**src/rtl/qcnt_pkg.sv**
```systemverilog
package qcnt_pkg;
    localparam int NCNT  = 4;
    localparam int NPAIR = NCNT / 2;
    localparam int NSRC  = 3;

    typedef struct packed {
        logic [NCNT-1:0] pend;
        logic [NCNT-1:0] match;
    } qcnt_state_t;
endpackage

```
**src/rtl/qcnt_tick_sel.sv**
```systemverilog
module qcnt_tick_sel #(
    parameter int NSRC = 3
) (
    input  logic [1:0]      sel,
    input  logic [NSRC-1:0] int_tick,
    input  logic            pin,
    output logic            tick
);
    always_comb begin
        case (sel)
            2'd0:    tick = int_tick[0];
            2'd1:    tick = int_tick[1];
            2'd2:    tick = int_tick[2];
            default: tick = pin;
        endcase
    end
endmodule

```
**src/rtl/qcnt_slice.sv**
```systemverilog
module qcnt_slice #(
    parameter int CW = 8
) (
    input  logic          clk,
    input  logic          rst_n,
    input  logic          wr_cmp,
    input  logic [CW-1:0] wr_data,
    input  logic          do_load,
    input  logic          load_cmp,
    input  logic          do_step,
    input  logic          step_dn,
    output logic [CW-1:0] cnt,
    output logic [CW-1:0] cmp,
    output logic [CW-1:0] cnt_next,
    output logic          at_wrap
);
    typedef struct packed {
        logic [CW-1:0] cnt;
        logic [CW-1:0] cmp;
    } slice_t;

    slice_t st_d, st_q;

    always_comb begin
        st_d = st_q;
        if (wr_cmp)
            st_d.cmp = wr_data;
        if (do_load)
            st_d.cnt = load_cmp ? st_q.cmp : '0;
        else if (do_step)
            st_d.cnt = step_dn ? st_q.cnt - 1'b1 : st_q.cnt + 1'b1;
    end

    always_ff @(posedge clk or negedge rst_n) begin
        if (!rst_n) st_q <= '0;
        else        st_q <= st_d;
    end

    assign cnt      = st_q.cnt;
    assign cmp      = st_q.cmp;
    assign cnt_next = st_d.cnt;
    assign at_wrap  = step_dn ? (st_q.cnt == '0) : (st_q.cnt == '1);

    AST_LOAD_CLEAR: assert property (@(posedge clk) disable iff (!rst_n)
        do_load && !load_cmp |=> cnt == '0);
    AST_LOAD_CMP: assert property (@(posedge clk) disable iff (!rst_n)
        do_load && load_cmp |=> cnt == $past(cmp));
endmodule

```
**src/rtl/qcnt_unit.sv**
```systemverilog
module qcnt_unit
    import qcnt_pkg::*;
#(
    parameter int CW = 8
) (
    input  logic                 clk,
    input  logic                 rst_n,
    input  logic [NCNT-1:0]      cnt_on,
    input  logic [2*NCNT-1:0]    ck_sel,
    input  logic [NCNT-1:0]      cnt_dn,
    input  logic [NCNT-1:0]      pwm_mode,
    input  logic [NPAIR-1:0]     cascade,
    input  logic [NPAIR*NSRC-1:0] int_tick,
    input  logic [NCNT-1:0]      pin_tick,
    input  logic                 wr_en,
    input  logic [1:0]           wr_sel,
    input  logic [CW-1:0]        wr_data,
    input  logic [1:0]           rd_sel,
    output logic [CW-1:0]        rd_data,
    output logic [NCNT-1:0]      cmp_match,
    output logic [NCNT-1:0]      pwm_out,
    output logic [NCNT-1:0]      wr_pending
);
    localparam int DW = 2 * CW;

    qcnt_state_t st_d, st_q;

    logic [NCNT-1:0] tk, en_eff, dn_eff, pwm_eff, go, load, step, wr_hit, wrap;
    logic [CW-1:0]   cnt [NCNT];
    logic [CW-1:0]   cmp [NCNT];
    logic [CW-1:0]   nxt [NCNT];

    // Source select and one 8-bit slice per counter
    for (genvar i = 0; i < NCNT; i++) begin : g_cnt
        qcnt_tick_sel #(.NSRC(NSRC)) u_sel (
            .sel      (ck_sel[2*i +: 2]),
            .int_tick (int_tick[NSRC*(i/2) +: NSRC]),
            .pin      (pin_tick[i]),
            .tick     (tk[i])
        );
        qcnt_slice #(.CW(CW)) u_slice (
            .clk      (clk),
            .rst_n    (rst_n),
            .wr_cmp   (wr_hit[i]),
            .wr_data  (wr_data),
            .do_load  (load[i]),
            .load_cmp (dn_eff[i]),
            .do_step  (step[i]),
            .step_dn  (dn_eff[i]),
            .cnt      (cnt[i]),
            .cmp      (cmp[i]),
            .cnt_next (nxt[i]),
            .at_wrap  (wrap[i])
        );
        assign wr_hit[i] = wr_en && (wr_sel == 2'(i));
    end

    // Pair control: cascade hands the upper slice to the lower one
    always_comb begin
        logic c, g_lo, pg_lo, pg_hi;
        en_eff = '0; dn_eff = '0; pwm_eff = '0;
        go = '0; load = '0; step = '0; pwm_out = '0;
        st_d = st_q;
        for (int p = 0; p < NPAIR; p++) begin
            c     = cascade[p];
            g_lo  = tk[2*p] & cnt_on[2*p];
            pg_lo = c ? (st_q.pend[2*p] | st_q.pend[2*p+1]) : st_q.pend[2*p];
            pg_hi = c ? pg_lo : st_q.pend[2*p+1];

            en_eff[2*p]    = cnt_on[2*p];
            en_eff[2*p+1]  = c ? cnt_on[2*p]   : cnt_on[2*p+1];
            dn_eff[2*p]    = cnt_dn[2*p];
            dn_eff[2*p+1]  = c ? cnt_dn[2*p]   : cnt_dn[2*p+1];
            pwm_eff[2*p]   = pwm_mode[2*p];
            pwm_eff[2*p+1] = c ? pwm_mode[2*p] : pwm_mode[2*p+1];

            go[2*p]     = g_lo;
            go[2*p+1]   = c ? g_lo : (tk[2*p+1] & cnt_on[2*p+1]);
            load[2*p]   = g_lo & pg_lo;
            load[2*p+1] = go[2*p+1] & pg_hi;
            step[2*p]   = g_lo & ~pg_lo;
            step[2*p+1] = c ? (g_lo & ~pg_lo & wrap[2*p])
                            : (go[2*p+1] & ~pg_hi);

            if (c) begin
                st_d.match[2*p]   = step[2*p] &&
                    ({nxt[2*p+1], nxt[2*p]} == {cmp[2*p+1], cmp[2*p]});
                st_d.match[2*p+1] = 1'b0;
                pwm_out[2*p]      = pwm_eff[2*p] &&
                    (DW'({cnt[2*p+1], cnt[2*p]}) < DW'({cmp[2*p+1], cmp[2*p]}));
            end else begin
                st_d.match[2*p]   = step[2*p]   && (nxt[2*p]   == cmp[2*p]);
                st_d.match[2*p+1] = step[2*p+1] && (nxt[2*p+1] == cmp[2*p+1]);
                pwm_out[2*p]      = pwm_eff[2*p]   && (cnt[2*p]   < cmp[2*p]);
                pwm_out[2*p+1]    = pwm_eff[2*p+1] && (cnt[2*p+1] < cmp[2*p+1]);
            end
        end
        for (int i = 0; i < NCNT; i++) begin
            if (wr_hit[i] && !pwm_eff[i])
                st_d.pend[i] = 1'b1;
            else if (load[i])
                st_d.pend[i] = 1'b0;
        end
        if (wr_en && !pwm_eff[wr_sel]) begin
            for (int p = 0; p < NPAIR; p++)
                if (cascade[p] && (wr_sel[1] == p[0]))
                    st_d.pend[2*p +: 2] = 2'b11; // joined pair goes pending together
        end
    end

    always_ff @(posedge clk or negedge rst_n) begin
        if (!rst_n) st_q <= '0;
        else        st_q <= st_d;
    end

    assign rd_data    = cnt[rd_sel];
    assign cmp_match  = st_q.match;
    assign wr_pending = st_q.pend;

    for (genvar i = 0; i < NCNT; i++) begin : g_chk
        AST_FROZEN: assert property (@(posedge clk) disable iff (!rst_n)
            !en_eff[i] |=> $stable(cnt[i]));
        AST_PEND_FROM_WRITE: assert property (@(posedge clk) disable iff (!rst_n)
            $rose(wr_pending[i]) |-> $past(wr_en));
        AST_MATCH_PULSE: assert property (@(posedge clk) disable iff (!rst_n)
            cmp_match[i] |=> !cmp_match[i]);
        AST_PWM_WRITE: assert property (@(posedge clk) disable iff (!rst_n)
            wr_hit[i] && pwm_eff[i] && !go[i] |=> $stable(cnt[i]));
    end
    for (genvar p = 0; p < NPAIR; p++) begin : g_pchk
        AST_UPPER_QUIET: assert property (@(posedge clk) disable iff (!rst_n)
            cascade[p] && $past(cascade[p]) |-> !cmp_match[2*p+1]);
    end
endmodule

```
**config.mk**
```make
export PLATFORM = sky130hd
export DESIGN_NAME = qcnt_unit
export DESIGN_NICKNAME = d
export VERILOG_FILES = /design/src/rtl/qcnt_pkg.sv /design/src/rtl/qcnt_tick_sel.sv /design/src/rtl/qcnt_slice.sv /design/src/rtl/qcnt_unit.sv
export SDC_FILE = /design/constraint.sdc
export NUM_CORES = 1
export LEC_CHECK = 0
export ABC_AREA = 1
export BUFFER_PORTS_ARGS = -buffer_cell sky130_fd_sc_hd__buf_2
export CAP_MARGIN = 5
export CORE_ASPECT_RATIO = 0.6
export CORE_MARGIN = 2
export CORE_UTILIZATION = 50
export CTS_CLUSTER_SIZE = 10
export DETAILED_ROUTE_END_ITERATION = 8
export PLACE_DENSITY = 0.69
export SYNTH_ARGS = -nofsm -noshare
export SYNTH_HDL_FRONTEND = slang
export SYNTH_SLANG_ARGS = --single-unit
```
**constraint.sdc**
```tcl
create_clock -name clk -period 2.9 [get_ports clk]
set_input_delay 0.435 -clock clk [delete_from_list [all_inputs] [get_ports clk]]
set_output_delay 0.435 -clock clk [all_outputs]
set_load 0.02 [all_outputs]
```
Word-level counts from Yosys, hierarchy flattened:

Index checks and enable logic that the tools add are counted.

* register bits: 72
* bits of input ports: 47
* output and inout bits: 20

* add/subtract/negate cells: 8
* $lt $le $gt $ge: 8
* eq/ne operators: 19
* multiplexer cells: 56
* bitwise operators: 22
* reduce and logical (&&, ||, !) cells: 35

Operator list (count)
* $mux 8: 18
* $add 8x1->8 const B: 4
* $eq 16x16->1: 2
* $eq 8x8->1: 4
* $lt 16x16->1: 2
* $lt 8x8->1: 4
* $sub 8x1->8 const B: 4
* $mux 1: 27
* $logic_and 1x1->1: 23
* $bmux 8 s2: 1
* $eq 8x8->1 const B: 2
* $logic_not 8->1: 2
* $and 1x1->1: 14
* $eq 2x2->1 const B: 6
* $pmux 1 s3: 4
* $eq 2x1->1 const B: 5
* $logic_not 2->1: 5
* $mux 2: 4
* $logic_not 1->1: 5
* $not 1->1: 5
* $mux 4: 1
* $ge 3x3->1 const B: 1
* $lt 2x3->1 const B: 1
* $not 2->3: 1
* other kinds (2): 3

Logic depth before layout (Yosys ltp):

Gate-level depths: netlist (run 1).

* word-level depth: 11
* depth in mapped cells: 23
* gate-level depth less buffers: 23

Hierarchy:

From an unflattened synthesis (run 1), not the netlist that was laid out.

* cells, all modules: 965
* area, all modules: 6528.8 um^2

Modules (own cells, without submodules)
* qcnt_slice at g_cnt[0].u_slice ...: instances 3, cells each 143, area an instance 1062.3 um^2, seq. area each 400.4 um^2
* qcnt_unit: instances 1, cells each 342, area an instance 2069.5 um^2, seq. area each 200.2 um^2
* qcnt_slice at g_cnt[2].u_slice: instances 1, cells each 142, area an instance 1067.3 um^2, seq. area each 400.4 um^2
* qcnt_tick_sel: instances 4, cells each 13, area an instance 51.3 um^2, seq. area each 0.0 um^2

Least setup slack after synthesis (run 1):

No wires, ideal clock.

* kind: in2reg
* start point: in cascade[1]
* end point: reg st_q, in the netlist cmp_match[2]
* data arrival time: 2.389 ns
* setup slack: 0.394 ns
* stages on the path: 22
* buffers on the path: 1
* cells stage by stage: buf_6 -> nand2_1 -> nand2_1 -> inv_1 -> ha_1 -> a21oi_1 -> a21boi_0 -> nand2_1 -> nand2_1 -> nand2_1 -> nand2_2 -> nand3_2 -> nand2_1 -> nand2_1 -> nand2_1 -> clkinv_1 -> nand2_1 -> nor2_1 -> nand2_1 -> nand2_1 -> nand3_1 -> nor2_1

RTL lines
* start, declared: RTL line qcnt_unit.sv:12 `input logic [NPAIR-1:0] cascade,`
* end signal, assigned: RTL line qcnt_unit.sv:113 `else st_q <= st_d;`
* end, declared: RTL line qcnt_unit.sv:26 `qcnt_state_t st_d, st_q;`

Final worst setup path (run 1):

* start point: reg g_cnt[0].u_slice.st_q, in the netlist g_cnt[0].u_slice.cmp[3]
* end point: out pwm_out[0]

* word-level cells in the longest chain between the ends: 3

Ends and longest elaborated chain
* start, declared: RTL line qcnt_slice.sv:22 `slice_t st_d, st_q;`
* start signal, assigned: RTL line qcnt_slice.sv:36 `else st_q <= st_d;`
* $lt 16x16->1 or $lt 8x8->1 (tied branches): RTL line qcnt_unit.sv:90, qcnt_unit.sv:94
* $logic_and 1x1->1 (on tied branches): RTL line qcnt_unit.sv:89, qcnt_unit.sv:94
* $mux 1 *: RTL line qcnt_unit.sv:85 `if (c) begin`
* end, declared: RTL line qcnt_unit.sv:21 `output logic [NCNT-1:0] pwm_out,`

Every way passes the cells marked *; elsewhere a longest branch is shown, timed or not.

==> flow_metrics.tcl, run 1 <==
set metrics [dict create \
    maxUsedRoutingLayer "met4" \
    path_cells "inv_1 > ha_1 > a21oi_1 > o21ai_1 > a21oi_1 > o21bai_1 > a21o_1 > a21oi_1 > o21ai_1 > a21oi_1 > buf_4" \
    grt_pass1_vias 5854 \
    synthFlopType "dfrtp_1" \
    routed_wl_mm 18.5 \
    grt_overflow_total 0 \
    io_buffers 66 \
    drt_iter0_markers 648 \
    cp.required_ps 2470 \
    drc 0 \
    skew_ps 6.92 \
    path_clk_slew_ps 60 \
    initial_core_util_pct 51.4 \
    p_leak_nw 4.00 \
    final_common_cell "nand2_1" \
    synth_cells 937 \
    die_width_um 153 \
    period_share_pct 93.7 \
    cts.sinks 72 \
    grt_max_degree 73 \
    drive_above_1_share_pct 15.9 \
    htree_levels 3 \
    setup_viol 0 \
    crit_slowest_cell "dfrtp_1" \
    boundaryPins 67 \
    netlist_area_mm2 0.00662 \
    yosysSeqAreaShare_pct 27.2 \
    slew_viol_final 0 \
    root_buffer "clkbuf_16" \
    hold_class "input pin to asynchronous set/reset pin" \
    rsz0062_at_grt "false" \
    worst_path_most_repeated_cell "a21oi_1" \
    cts_tree "built" \
    async_flop_share_pct 100 \
    startpoint_type "register" \
    n_antenna_cell 0 \
    total_power_mw 6.49 \
    max_stage_delay_ps 380 \
    cts-buffers-inserted 9 \
    die-area_mm2 0.0142 \
    post-dp-hpwl_mm 14.5 \
    crit_buf_inv 2 \
    worst_path_dominant_cell_family "compound AO/OA/AOI/OAI gates" \
    wl_met2_mm 7.20 \
    p_per_area_mw_per_mm2 862 \
    fin_tns_setup_ps 0 \
    slew_headroom_pct 34.7 \
    fp.dieH_um 93.2 \
    ir_worst_vdd_mv 0.375 \
    status "finished clean" \
    vias 6451 \
    worstMarginPinSlew_ps 979 \
    syn_nets 1044 \
    ff2ff_setup_slack_ps 490 \
    ant_nets 0 \
    critPathArrivalTime_ps 2280 \
    core-area_mm2 0.0129 \
    synth_area_per_cell_um2 7.07 \
    wl_per_cell_um 15.5 \
    ys_seq_elements 72 \
    grt_pass1_wl_mm 30.3 \
    crit_path_max_fanout 3 \
    cts_max_path_buffers 2 \
    final_cell_mix "247 x nand2_1, 131 x inv_1, 90 x o21ai_0, 75 x nand3_1, 70 x dfrtp_1" \
    gr-usage-all-layers_pct 26.8 \
    vias_per_cell 5.40 \
    holdBufCountCts 0 \
    clk_latency_ps 340 \
    synth_edf_count 0 \
    max_freq_mhz 368 \
    dr.pass1.iters 6 \
    num_rows 32 \
    synth_cell_type_count 51 \
    area_growth_pct 13.7 \
    period_minus_slack_ps 2720 \
    wl_met1_mm 9.72 \
    wl_met3_mm 1.39 \
    antenna_found_initial 0 \
    drv_cap 0 \
    yosys_warnings 0 \
    gp_congestion 0.943 \
    hold_viol_final 0 \
    worstSetupPathType "register to output pin" \
    nets 1127 \
    crit_path_end_kind "output pin" \
]
cell type report:
class / instances / area [um^2]
Clock buffer: 10 / 239
Clock inverter: 5 / 57.6
Fill cell: 1269 / 5360
Inverter: 145 / 553
Multi-Input combinational cell: 708 / 4190
Sequential cell: 72 / 1800
Tap cell: 170 / 213
Timing Repair Buffer: 84 / 470
state kept, by name, indices dropped and copies added (netlist names):
signal / flops
g_cnt.u_slice.cnt: 32
g_cnt.u_slice.cmp: 32
wr_pending: 4
cmp_match: 4
what timing repair did:
| item | in CTS | in global routing |
|---|---|---|
| endpoints found under the setup margin | 0 | 2 |
| setup buffers | 0 | 8 |
| resized for setup | 0 | 7 |
kinds of logic (layout without fill, tap and decap cells):
group / count (synthesis) / after routing / share of synthesized area (%)
adder cells (fa/ha/maj): 60 / 60 / 11.8
XOR/XNOR: 20 / 20 / 2.64
flip-flops: 72 / 72 / 27.2
buffers and inverters: 157 / 244 / 9.48
AND/OR/NAND/NOR: 442 / 442 / 32.6
multiplexers: 1 / 1 / 0.151
AO/OA/AOI/OAI: 185 / 185 / 16.1
per-stage QoR:
step / instances / instance area (um^2) / hold slack (ps) / util (%) / setup slack [ps]
2_1_floorplan: 937 / 6620 / 139 / - / 394
3_3_place_gp: 1171 / 7170 / 473 / 55.6 / 33.9
3_5_place_dp: 1171 / 7170 / 484 / 55.6 / 54.4
4_1_cts: 1186 / 7460 / 285 / 57.9 / 57.9
5_1_grt: 1194 / 7530 / 294 / 58.4 / 17.3
6_report: 1194 / 7530 / 217 / 58.4 / 183
path summary, 6_finish.rpt:
kind / startpoint / to / cells past startpoint
min reg2reg: g_cnt[0].u_slice.cmp[7] / g_cnt[0].u_slice.cmp[7] / 2
max: g_cnt[0].u_slice.cmp[3] / pwm_out[0] / 11
min in group clk: wr_data[0] / g_cnt[3].u_slice.cmp[0] / 3
max in group asynchronous: rst_n / g_cnt[0].u_slice.cnt[3] / 1
max reg2reg: g_cnt[0].u_slice.cnt[2] / cmp_match[0] / 12
min: rst_n / g_cnt[0].u_slice.cnt[5] / 1
where the power goes:
part           switching (mW)  internal [mW]
Combinational            2.18           1.42
Sequential              0.460           1.30
Clock                   0.448          0.683
cell usage after synthesis (3+ instances only):
cell,number,area share [%]
nand4_1,22,2.1
o21ai_0,92,7.0
dfrtp_1,72,27
a211oi_1,3,0.34
nor2_4,5,0.85
nand2_4,4,0.68
nand2_1,247,14
nor2_1,42,2.4
ha_1,56,11
nand3b_1,8,0.91
nand3_4,4,1.1
o21a_1,3,0.34
inv_2,8,0.45
o211ai_1,7,0.79
nor2_2,4,0.38
clkbuf_1,8,0.45
clkinv_1,3,0.17
inv_1,132,7.5
nand3_2,16,2.4
o221ai_1,4,0.53
fa_1,4,1.2
a21oi_1,52,3.9
o21bai_1,3,0.34
nor2_8,4,1.2
buf_6,3,0.51
nand3_1,75,5.7
or2_2,3,0.28
xor2_1,18,2.4
nand2_2,4,0.38
per-layer routing:
| metal | up-vias | global-route usage [%] |
|---|---|---|
| met5 | - | 0 |
| met4 | 0 | 6.10 |
| met3 | 19 | 6.16 |
| met2 | 210 | 38.0 |
| met1 | 2942 | 41.0 |
| li1 | 3280 | - |
worst register-to-register path: cells and delay by family (launching register included):
family | cells | cell delay, ps
compound gates | 2 | 270
fa+ha+maj | 1 | 360
xor+xnor | 1 | 160
flops | 1 | 460
simple gates | 8 | 1090
(Power assumes the default switching activity.)
==> run 2: changes to the inputs <==
--- a/config.mk
+++ b/config.mk
@@ -9,7 +9,6 @@
 export BUFFER_PORTS_ARGS = -buffer_cell sky130_fd_sc_hd__buf_2
 export CAP_MARGIN = 5
 export CORE_ASPECT_RATIO = 0.6
-export CORE_MARGIN = 2
 export CORE_UTILIZATION = 50
 export CTS_CLUSTER_SIZE = 10
 export DETAILED_ROUTE_END_ITERATION = 8
==> flow_metrics.tcl, run 2 (synthesis results as in run 1) <==
set metrics [dict create \
    cts_max_path_buffers 2 \
    clk_latency_ps 340 \
    startpoint_type "register" \
    max_stage_delay_ps 460 \
    p_leak_nw 3.99 \
    setup_viol 0 \
    crit_slowest_cell "dfrtp_2" \
    gp_congestion 0.929 \
    io_buffers 66 \
    n_antenna_cell 0 \
    dpl_cell_area_mm2 0.00717 \
    final_common_cell "nand2_1" \
    vias 6558 \
    grt_pass1_vias 5812 \
    max_freq_mhz 362 \
    ir_worst_vdd_mv 0.394 \
    grt_max_degree 73 \
    period_share_pct 95.4 \
    slew_viol_final 0 \
    vias_per_cell 5.51 \
    area_growth_pct 13.1 \
    total_power_mw 6.43 \
    crit_path_max_fanout 7 \
    drt_iter0_markers 447 \
    hold_class "input pin to asynchronous set/reset pin" \
    slew_headroom_pct 35.7 \
    num_rows 32 \
    p_per_area_mw_per_mm2 859 \
    wl_per_cell_um 15.4 \
    fp.dieH_um 91.2 \
    root_buffer "clkbuf_16" \
    crit_path_end_kind "output pin" \
    period_minus_slack_ps 2770 \
    path_cells "ha_1 > a21oi_1 > o21ai_1 > a21oi_1 > o21bai_1 > a21o_1 > a21oi_1 > o21ai_0 > a21oi_1 > buf_4" \
    antenna_found_initial 0 \
    core-area_mm2 0.0129 \
    dr.pass1.iters 5 \
    cp.required_ps 2470 \
    hold_viol_final 0 \
    worst_path_most_repeated_cell "a21oi_1" \
    grt_pass1_wl_mm 29.5 \
    fin_tns_setup_ps 0 \
    path_clk_slew_ps 60 \
    boundaryPins 67 \
    htree_levels 3 \
    status "finished clean" \
    drive_above_1_share_pct 15.6 \
    cts.sinks 72 \
    ant_nets 0 \
    post-dp-hpwl_mm 14.5 \
    cts-buffers-inserted 9 \
    worst_path_dominant_cell_family "compound AO/OA/AOI/OAI gates" \
    critPathArrivalTime_ps 2330 \
    crit_buf_inv 1 \
    gr-usage-all-layers_pct 27.8 \
    skew_ps 7.53 \
    worstMarginPinSlew_ps 964 \
    die_width_um 151 \
    num-fill-cells 1274 \
    drv_cap 0 \
    final_cell_mix "247 x nand2_1, 132 x inv_1, 91 x o21ai_0, 75 x nand3_1, 70 x dfrtp_1" \
    initial_core_util_pct 51.4 \
    cts_tree "built" \
    die-area_mm2 0.0137 \
    drc 0 \
    worstSetupPathType "register to output pin" \
    grt_overflow_total 0 \
    design_area_mm2 0.00749 \
    rsz0062_at_grt "false" \
    nets 1122 \
    routed_wl_mm 18.4 \
]
## run 2: cell count changes in the layout (fill, tap and decap cells not counted), sizes merged
cell	change
buf	-5
clkinv	+2
clkinvlp	-2
inv	+1
## run 2: area by class of cell
type | count | area [um^2] | area share (%)
inverter | 145 | 549 | 7.33
clock buffer | 10 | 229 | 3.06
clock inverter | 6 | 60.1 | 0.802
tap | 170 | 213 | 2.84
timing repair buffer | 79 | 433 | 5.78
sequential | 72 | 1800 | 24.1
multi-input combinational | 708 | 4200 | 56.1
## run 2: stage by stage
step,instances,setup slack (ps),util [%],hold WS [ps]
CTS,1187,104,57.9,286
global route,1190,4.76,58.1,318
finish,1190,134,58.1,230
floorplan,937,394,-,139
global placement,1171,140,55.6,474
detailed placement,1171,42.4,55.6,478
## run 2: timing repair
item                                    4_1_cts  5_1_grt
hold buffers                                  0        0
buffers inserted                              0        3
endpoints found under the setup margin        0        1
gates resized for setup                       0        5
## run 2: path summary, 6_finish.rpt
| path | from | to | slack (ps) | cells past startpoint |
|---|---|---|---|---|
| min | rst_n | g_cnt[0].u_slice.cnt[6] | 230 | 1 |
| max | g_cnt[0].u_slice.cnt[1] | pwm_out[0] | 130 | 10 |
| max reg2reg | g_cnt[0].u_slice.cnt[2] | cmp_match[0] | 510 | 12 |
| min in group clk | wr_data[0] | g_cnt[3].u_slice.cmp[0] | 340 | 3 |
| max in group asynchronous | rst_n | g_cnt[0].u_slice.cnt[3] | 1990 | 1 |
| min reg2reg | g_cnt[0].u_slice.cmp[6] | g_cnt[0].u_slice.cmp[6] | 490 | 2 |
## run 2: power by group
group          switching, mW  total [mW]  internal [mW]
registers              0.494        1.80           1.30
clock network          0.448        1.11          0.662
logic                   2.13        3.53           1.40
total                   3.07        6.43           3.36
## run 2: per-layer routing
| metal | vias to the layer above | routed length, um | track usage (%) |
|---|---|---|---|
| li1 | 3276 | - | - |
| met1 | 3025 | 9420 | 42.9 |
| met2 | 247 | 7420 | 39.9 |
| met3 | 10 | 1420 | 5.63 |
| met4 | 0 | 99 | 4.42 |
| met5 | - | 0 | 0 |
